[src/rtl/sha256_pkg.sv]
`timescale 1ns/1ps
package sha256_pkg;
    localparam int unsigned WORD_W   = 32;
    localparam int unsigned SCHED_N  = 16;
    localparam int unsigned STATE_N  = 8;
    localparam int unsigned ROUNDS   = 64;
    localparam int unsigned SCHED_AW = $clog2(SCHED_N);
    localparam int unsigned STATE_AW = $clog2(STATE_N);
    localparam int unsigned RND_AW   = $clog2(ROUNDS);

    typedef logic [WORD_W-1:0] word_t;
    typedef word_t [STATE_N-1:0] oct_t;
    typedef word_t [SCHED_N-1:0] win_t;

    typedef enum logic [2:0] {PH_IDLE, PH_LOAD, PH_COPY, PH_RND, PH_FIN, PH_DONE} phase_e;

    // micro-steps of one round; schedule steps are skipped for rounds below SCHED_N
    typedef enum logic [3:0] {
        SP_WA, SP_WB, SP_WC,          // schedule word: three additions
        SP_HS, SP_CH, SP_KC, SP_WT,   // first temporary: four additions
        SP_T2,                        // second temporary
        SP_NE, SP_NA                  // new e, new a plus shift
    } step_e;

    localparam oct_t IV_WORDS = {
        32'h5be0cd19, 32'h1f83d9ab, 32'h9b05688c, 32'h510e527f,
        32'ha54ff53a, 32'h3c6ef372, 32'hbb67ae85, 32'h6a09e667};

    localparam word_t RC_TAB [ROUNDS] = '{
        32'h428a2f98, 32'h71374491, 32'hb5c0fbcf, 32'he9b5dba5, 32'h3956c25b, 32'h59f111f1, 32'h923f82a4, 32'hab1c5ed5,
        32'hd807aa98, 32'h12835b01, 32'h243185be, 32'h550c7dc3, 32'h72be5d74, 32'h80deb1fe, 32'h9bdc06a7, 32'hc19bf174,
        32'he49b69c1, 32'hefbe4786, 32'h0fc19dc6, 32'h240ca1cc, 32'h2de92c6f, 32'h4a7484aa, 32'h5cb0a9dc, 32'h76f988da,
        32'h983e5152, 32'ha831c66d, 32'hb00327c8, 32'hbf597fc7, 32'hc6e00bf3, 32'hd5a79147, 32'h06ca6351, 32'h14292967,
        32'h27b70a85, 32'h2e1b2138, 32'h4d2c6dfc, 32'h53380d13, 32'h650a7354, 32'h766a0abb, 32'h81c2c92e, 32'h92722c85,
        32'ha2bfe8a1, 32'ha81a664b, 32'hc24b8b70, 32'hc76c51a3, 32'hd192e819, 32'hd6990624, 32'hf40e3585, 32'h106aa070,
        32'h19a4c116, 32'h1e376c08, 32'h2748774c, 32'h34b0bcb5, 32'h391c0cb3, 32'h4ed8aa4a, 32'h5b9cca4f, 32'h682e6ff3,
        32'h748f82ee, 32'h78a5636f, 32'h84c87814, 32'h8cc70208, 32'h90befffa, 32'ha4506ceb, 32'hbef9a3f7, 32'hc67178f2};

    function automatic word_t rotr(input word_t x, input int unsigned n);
        return (x >> n) | (x << (WORD_W - n));
    endfunction
    function automatic word_t big_sig0(input word_t x);
        return rotr(x, 2) ^ rotr(x, 13) ^ rotr(x, 22);
    endfunction
    function automatic word_t big_sig1(input word_t x);
        return rotr(x, 6) ^ rotr(x, 11) ^ rotr(x, 25);
    endfunction
    function automatic word_t small_sig0(input word_t x);
        return rotr(x, 7) ^ rotr(x, 18) ^ (x >> 3);
    endfunction
    function automatic word_t small_sig1(input word_t x);
        return rotr(x, 17) ^ rotr(x, 19) ^ (x >> 10);
    endfunction
    function automatic word_t f_choose(input word_t e, input word_t f, input word_t g);
        return (e & f) ^ (~e & g);
    endfunction
    function automatic word_t f_major(input word_t a, input word_t b, input word_t c);
        return (a & b) ^ (a & c) ^ (b & c);
    endfunction
    function automatic word_t round_const(input logic [RND_AW-1:0] idx);
        return RC_TAB[idx];
    endfunction
endpackage

[src/rtl/sha256_sched_rf.sv]
`timescale 1ns/1ps
module sha256_sched_rf import sha256_pkg::*; (
    input  logic                clk,
    input  logic                rst,
    input  logic                we,
    input  logic [SCHED_AW-1:0] widx,
    input  word_t               wdata,
    output win_t                q
);
    for (genvar g = 0; g < SCHED_N; g++) begin : g_ent
        logic ent_en;
        assign ent_en = we && (widx == SCHED_AW'(g));
        always_ff @(posedge clk) begin
            if (rst)         q[g] <= '0;
            else if (ent_en) q[g] <= wdata;
        end
    end
endmodule

[src/rtl/sha256_state_rf.sv]
`timescale 1ns/1ps
module sha256_state_rf import sha256_pkg::*; (
    input  logic  clk,
    input  logic  rst,
    input  logic  load_en,
    input  oct_t  load_val,
    input  logic  shift_en,
    input  word_t new_a,
    input  word_t new_e,
    output oct_t  q
);
    // entry 0 is a, entry 4 is e, entry 7 is h
    for (genvar g = 0; g < STATE_N; g++) begin : g_ent
        word_t shift_in;
        if (g == 0) begin : g_a
            assign shift_in = new_a;
        end else if (g == STATE_N / 2) begin : g_e
            assign shift_in = new_e;
        end else begin : g_mid
            assign shift_in = q[g-1];
        end
        always_ff @(posedge clk) begin
            if (rst)           q[g] <= '0;
            else if (load_en)  q[g] <= load_val[g];
            else if (shift_en) q[g] <= shift_in;
        end
    end
endmodule

[src/rtl/sha256_chain_rf.sv]
`timescale 1ns/1ps
module sha256_chain_rf import sha256_pkg::*; (
    input  logic                clk,
    input  logic                rst,
    input  logic                init_en,
    input  logic                we,
    input  logic [STATE_AW-1:0] widx,
    input  word_t               wdata,
    output oct_t                q
);
    for (genvar g = 0; g < STATE_N; g++) begin : g_ent
        logic ent_en;
        assign ent_en = we && (widx == STATE_AW'(g));
        always_ff @(posedge clk) begin
            if (rst)          q[g] <= '0;
            else if (init_en) q[g] <= IV_WORDS[g];
            else if (ent_en)  q[g] <= wdata;
        end
    end
endmodule

[src/rtl/sha256_serial_core.sv]
`timescale 1ns/1ps
module sha256_serial_core import sha256_pkg::*; (
    input  logic                clk,
    input  logic                rst,
    input  logic                init,
    input  logic                start,
    input  logic                din_valid,
    input  logic [WORD_W-1:0]   din,
    input  logic [STATE_AW-1:0] rd_idx,
    output logic                busy,
    output logic                done,
    output logic [WORD_W-1:0]   dout
);
    phase_e              phase;
    step_e               step;
    logic [RND_AW-1:0]   cnt;
    word_t               acc, t1, ne;
    win_t                w_q;
    oct_t                st_q, chain_q;
    logic [SCHED_AW-1:0] j, jm2, jm7, jp1;
    word_t               opa, opb, sum;
    logic                sched_we, st_load, st_shift, ch_init, ch_we, fin_phase;

    assign j   = cnt[SCHED_AW-1:0];
    assign jm2 = j - SCHED_AW'(2);
    assign jm7 = j - SCHED_AW'(7);
    assign jp1 = j + SCHED_AW'(1);

    // operand selection for the single shared adder
    always_comb begin
        opa = '0;
        opb = '0;
        if (phase == PH_FIN) begin
            opa = chain_q[cnt[STATE_AW-1:0]];
            opb = st_q[cnt[STATE_AW-1:0]];
        end else begin
            case (step)
                SP_WA: begin opa = small_sig1(w_q[jm2]); opb = w_q[jm7]; end
                SP_WB: begin opa = acc; opb = small_sig0(w_q[jp1]); end
                SP_WC: begin opa = acc; opb = w_q[j]; end
                SP_HS: begin opa = st_q[7]; opb = big_sig1(st_q[4]); end
                SP_CH: begin opa = acc; opb = f_choose(st_q[4], st_q[5], st_q[6]); end
                SP_KC: begin opa = acc; opb = round_const(cnt); end
                SP_WT: begin opa = acc; opb = w_q[j]; end
                SP_T2: begin opa = big_sig0(st_q[0]); opb = f_major(st_q[0], st_q[1], st_q[2]); end
                SP_NE: begin opa = st_q[3]; opb = t1; end
                SP_NA: begin opa = t1; opb = acc; end
                default: begin opa = '0; opb = '0; end
            endcase
        end
    end
    assign sum = opa + opb;

    assign sched_we  = (phase == PH_LOAD && din_valid) || (phase == PH_RND && step == SP_WC);
    assign st_load   = (phase == PH_COPY);
    assign st_shift  = (phase == PH_RND) && (step == SP_NA);
    assign ch_init   = (phase == PH_IDLE) && init;
    assign fin_phase = (phase == PH_FIN);
    assign ch_we     = fin_phase;

    always_ff @(posedge clk) begin
        if (rst) begin
            phase <= PH_IDLE;
            step  <= SP_HS;
            cnt   <= '0;
            acc   <= '0;
            t1    <= '0;
            ne    <= '0;
        end else begin
            case (phase)
                PH_IDLE: if (start) begin
                    phase <= PH_LOAD;
                    cnt   <= '0;
                end
                PH_LOAD: if (din_valid) begin
                    if (cnt == RND_AW'(SCHED_N - 1)) begin
                        phase <= PH_COPY;
                        cnt   <= '0;
                    end else begin
                        cnt <= cnt + RND_AW'(1);
                    end
                end
                PH_COPY: begin
                    phase <= PH_RND;
                    step  <= SP_HS;
                end
                PH_RND: begin
                    if (step != SP_NE && step != SP_NA) acc <= sum;
                    if (step == SP_WT) t1 <= sum;
                    if (step == SP_NE) ne <= sum;
                    if (step == SP_NA) begin
                        step <= (cnt >= RND_AW'(SCHED_N - 1)) ? SP_WA : SP_HS;
                        if (cnt == RND_AW'(ROUNDS - 1)) begin
                            phase <= PH_FIN;
                            cnt   <= '0;
                        end else begin
                            cnt <= cnt + RND_AW'(1);
                        end
                    end else begin
                        step <= step_e'(step + 4'd1);
                    end
                end
                PH_FIN: begin
                    if (cnt == RND_AW'(STATE_N - 1)) begin
                        phase <= PH_DONE;
                        cnt   <= '0;
                    end else begin
                        cnt <= cnt + RND_AW'(1);
                    end
                end
                PH_DONE: phase <= PH_IDLE;
                default: phase <= PH_IDLE;
            endcase
        end
    end

    sha256_sched_rf u_sched (
        .clk(clk), .rst(rst), .we(sched_we), .widx(j),
        .wdata((phase == PH_LOAD) ? din : sum), .q(w_q));

    sha256_state_rf u_state (
        .clk(clk), .rst(rst), .load_en(st_load), .load_val(chain_q),
        .shift_en(st_shift), .new_a(sum), .new_e(ne), .q(st_q));

    sha256_chain_rf u_chain (
        .clk(clk), .rst(rst), .init_en(ch_init), .we(ch_we),
        .widx(cnt[STATE_AW-1:0]), .wdata(sum), .q(chain_q));

    assign busy = (phase == PH_LOAD) || (phase == PH_COPY) || (phase == PH_RND) || fin_phase;
    assign done = (phase == PH_DONE);
    assign dout = chain_q[rd_idx];
endmodule

[config.mk]
export PLATFORM = sky130hd
export DESIGN_NAME = sha256_serial_core
export DESIGN_NICKNAME = d
export VERILOG_FILES = /design/src/rtl/sha256_pkg.sv /design/src/rtl/sha256_sched_rf.sv /design/src/rtl/sha256_state_rf.sv /design/src/rtl/sha256_chain_rf.sv /design/src/rtl/sha256_serial_core.sv
export SDC_FILE = /design/constraint.sdc
export NUM_CORES = 2
export LEC_CHECK = 0
export BUFFER_PORTS_ARGS = -buffer_cell sky130_fd_sc_hd__buf_2
export CORE_MARGIN = 1
export CORE_UTILIZATION = 50
export CTS_CLUSTER_DIAMETER = 120
export DETAILED_ROUTE_END_ITERATION = 7
export PLACE_DENSITY = 0.65
export SYNTH_ARGS = -nofsm -noshare
export SYNTH_HDL_FRONTEND = slang
export SYNTH_HIERARCHICAL = 1
export SYNTH_SLANG_ARGS = --single-unit
[constraint.sdc]
create_clock -name clk -period 23.2 [get_ports clk]
set_input_delay 1.16 -clock clk [delete_from_list [all_inputs] [get_ports clk]]
set_output_delay 1.16 -clock clk [all_outputs]
set_load 0.01 [all_outputs]
==> out/results.ini <==
[run_status]
status = finished clean

[worst_setup_path]
start_kind = flip-flop
ff2ff_setup_slack_ps = 11730
crit_fanout = 116
cpMostUsedCell = buf_4
cp_slowest_cell = dfxtp_4
path_delay_family = buffers and inverters
path_buf_inv = 6
worstPathCellList = buf_12 -> buf_4 -> buf_4 -> buf_4 -> buf_4 -> mux4_2 -> mux2_2 -> a21oi_1 -> o21ai_0 -> a211oi_1 -> a31oi_1 -> ha_1 -> a211oi_1 -> o21ai_0 -> o2111ai_1 -> nor4b_1 -> buf_4 -> o21bai_1 -> a21o_1 -> a21oi_1 -> xor2_1 -> o21ai_0 -> nand2b_1 -> mux2i_1
required_ps = 23840
worstPathArrival_ps = 12110
path_class = reg2reg
cpPeakStageDelay_ps = 890
worstSetupEndpointType = flip-flop

[routing]
post_drt_wl_per_cell_um = 33.6
wl_mm = 309
antenna_left = 0
drt_pass1_iterations = 8
post-route-drc-count = 0
via_per_inst = 7.03
drt_iter0_markers = 9553
vias = 64500

[sta]
hold_viol = 0
setup_viol = 0
maxSlewHeadroom_pct = 9.01
tightest_slew_ps = 1360
fin_setup_tns_ps = 0
rsz0062_at_grt = no
fin_crit_sh_pct = 49.4
fin_worst_skew_ps = 35.2
final_max_slew_viol_count = 0
setup_ws_ps = 11730
min_period_ps = 11470
fmaxAchievable_mhz = 87.2

[global_routing]
track_usage_pct = 39.4
grt_pass1_vias = 60000
grt_pass1_wl_mm = 439
grt_max_degree = 255
grt-ovfl-total = 0
antenna_found_initial = 5

[floorplan]
initial_core_util_pct = 50.3
core_area_um2 = 150000
die_w_um = 390
rows = 142
dieArea_um2 = 152000
io_pins = 74
die_y_um = 390

[logic_synthesis]
syn_inst = 7488
synth_seq_cells = 1133
ys_warn_count = 6
synth_area_um2 = 75400
async_flop_share_pct = 0
synth_flop_cell = dfxtp_1
syn_nets = 7583
avgSynthCellArea_um2 = 10.1
synth_edf_count = 0
synth_cell_type_count = 93
seq_area_frac_synth_pct = 30.1

[finish]
final_nets = 7155
layout-drive-gt1-share_pct = 20.1
area_growth_pct = 6.30
final_core_util_pct = 53.5
layout_commonest_cell = dfxtp_1
most-common-layout-cells = dfxtp_1 (1,127), mux2i_1 (942), nand2_1 (671), mux4_2 (592), nand2b_1 (564)
nFillCells = 13300

[placement]
gp_congestion = 1.05
pre_cts_ws_ps = 12070
io_buffer_count = 73
dpl.hpwl_mm = 200

[clock_tree]
cts_tree = done
hold_buffers = 0
clk_latency_ps = 810
clockBufferDepth = 3
clock-root-buffer = clkbuf_16
cts_resized = 0
cts_inserted_buffers = 132
cts.htree.levels = 4
cts.sinks = 1133
clk_pin_slew_ps = 60
cts_setup_buffers = 0

[power_and_ir_drop]
leakage_nw = 28.6
p_per_area_nw_per_um2 = 104
ir_worst_vdd_v = 0.0000846

[worst_hold_path]
min_path_type = reg2reg

[run]
max-cap-violations = 0

[synthesized netlist by cell type (178+ instances only)]
cell type | instances | share of area, %
a211oi_1 | 178 | 1.8
a211oi_2 | 223 | 3.7
a21oi_1 | 425 | 2.8
buf_2 | 194 | 1.3
clkbuf_1 | 424 | 2.1
dfxtp_1 | 1133 | 30
mux2i_1 | 942 | 13
mux4_2 | 592 | 18
nand2_1 | 683 | 3.4
nand2b_1 | 564 | 4.7
nor2_1 | 209 | 1.0
nor2b_1 | 277 | 2.3
nor3_1 | 241 | 1.6
xnor2_1 | 201 | 2.3
[stage by stage]
step	hold slack, ps	cells	area, um2	total power [mW]
6_report	454	9179	80100	8.33
3_5_place_dp	447	8942	75800	6.08
4_1_cts	455	9177	80100	8.19
5_1_grt	475	9177	80100	8.53
3_3_place_gp	443	8942	75800	6.05
2_1_floorplan	432	7488	75400	4.76
[final cells by class]
| cell class | count | area [um2] | area share (%) |
|---|---|---|---|
| well taps | 2016 | 2520 | 3.15 |
| multi-input cells | 5507 | 48600 | 60.6 |
| clock buffers | 190 | 3870 | 4.83 |
| diodes | 2 | 5.00 | 0.00625 |
| repair buffers | 255 | 1860 | 2.32 |
| inverters | 31 | 128 | 0.159 |
| clock inverters | 45 | 465 | 0.581 |
| flip-flops and latches | 1133 | 22700 | 28.3 |
[worst min-delay path: cells and delay by family (launching register included)]
| family | cells | cell delay, ps |
|---|---|---|
| DFF | 1 | 310 |
| and+or+nand+nor | 1 | 50 |
| AOI/OAI and AO/OA | 1 | 50 |
[state kept, by name, summed over array words and instances, names as in the netlist]
name and cells:
u_state/q 64, t1 32, step 4, acc 32
cnt 6, u_chain/q 256, u_sched/q 512, ne 32
u_state/g_ent.shift_in 192, phase 3
[logic make-up (layout without fill, tap and decap cells)]
kind of cell / Yosys count / in the layout / synth area share, %
xor+xnor: 277 / 277 / 3.23
compound gates: 1414 / 1414 / 13.9
buf+inv: 848 / 521 / 5.75
flops: 1133 / 1133 / 30.1
mux: 1611 / 1611 / 31.4
simple gates: 2130 / 2130 / 14.4
other cells: 0 / 2 / 0
fa+ha+maj: 75 / 75 / 1.19
[metal layers]
metal	wire length, um	vias to the layer above	GRT usage, %
met2	127000	4632	54.9
li1	-	26800	-
met5	27	-	0
met1	119000	32200	52.6
met4	22000	4	24.5
met3	40800	954	12.7
[where the power goes]
| group | internal, mW | switching [mW] | total (mW) |
|---|---|---|---|
| logic | 1.22 | 2.48 | 3.71 |
| clock network | 1.23 | 0.904 | 2.13 |
| registers | 2.17 | 0.323 | 2.49 |
| total | 4.62 | 3.71 | 8.33 |
[path summary, 6_finish.rpt]
path	start	to	cells after the start
setup / recovery	cnt[0]$_SDFFE_PP0P_	u_sched/q[473]$_SDFFE_PP0P_	24
hold / removal	ne[3]$_SDFFE_PP0P_	ne[3]$_SDFFE_PP0P_	2
hold reg to reg	ne[3]$_SDFFE_PP0P_	ne[3]$_SDFFE_PP0P_	2
setup reg to reg	cnt[0]$_SDFFE_PP0P_	u_sched/q[473]$_SDFFE_PP0P_	24
Power figures use the tool's default switching activity.
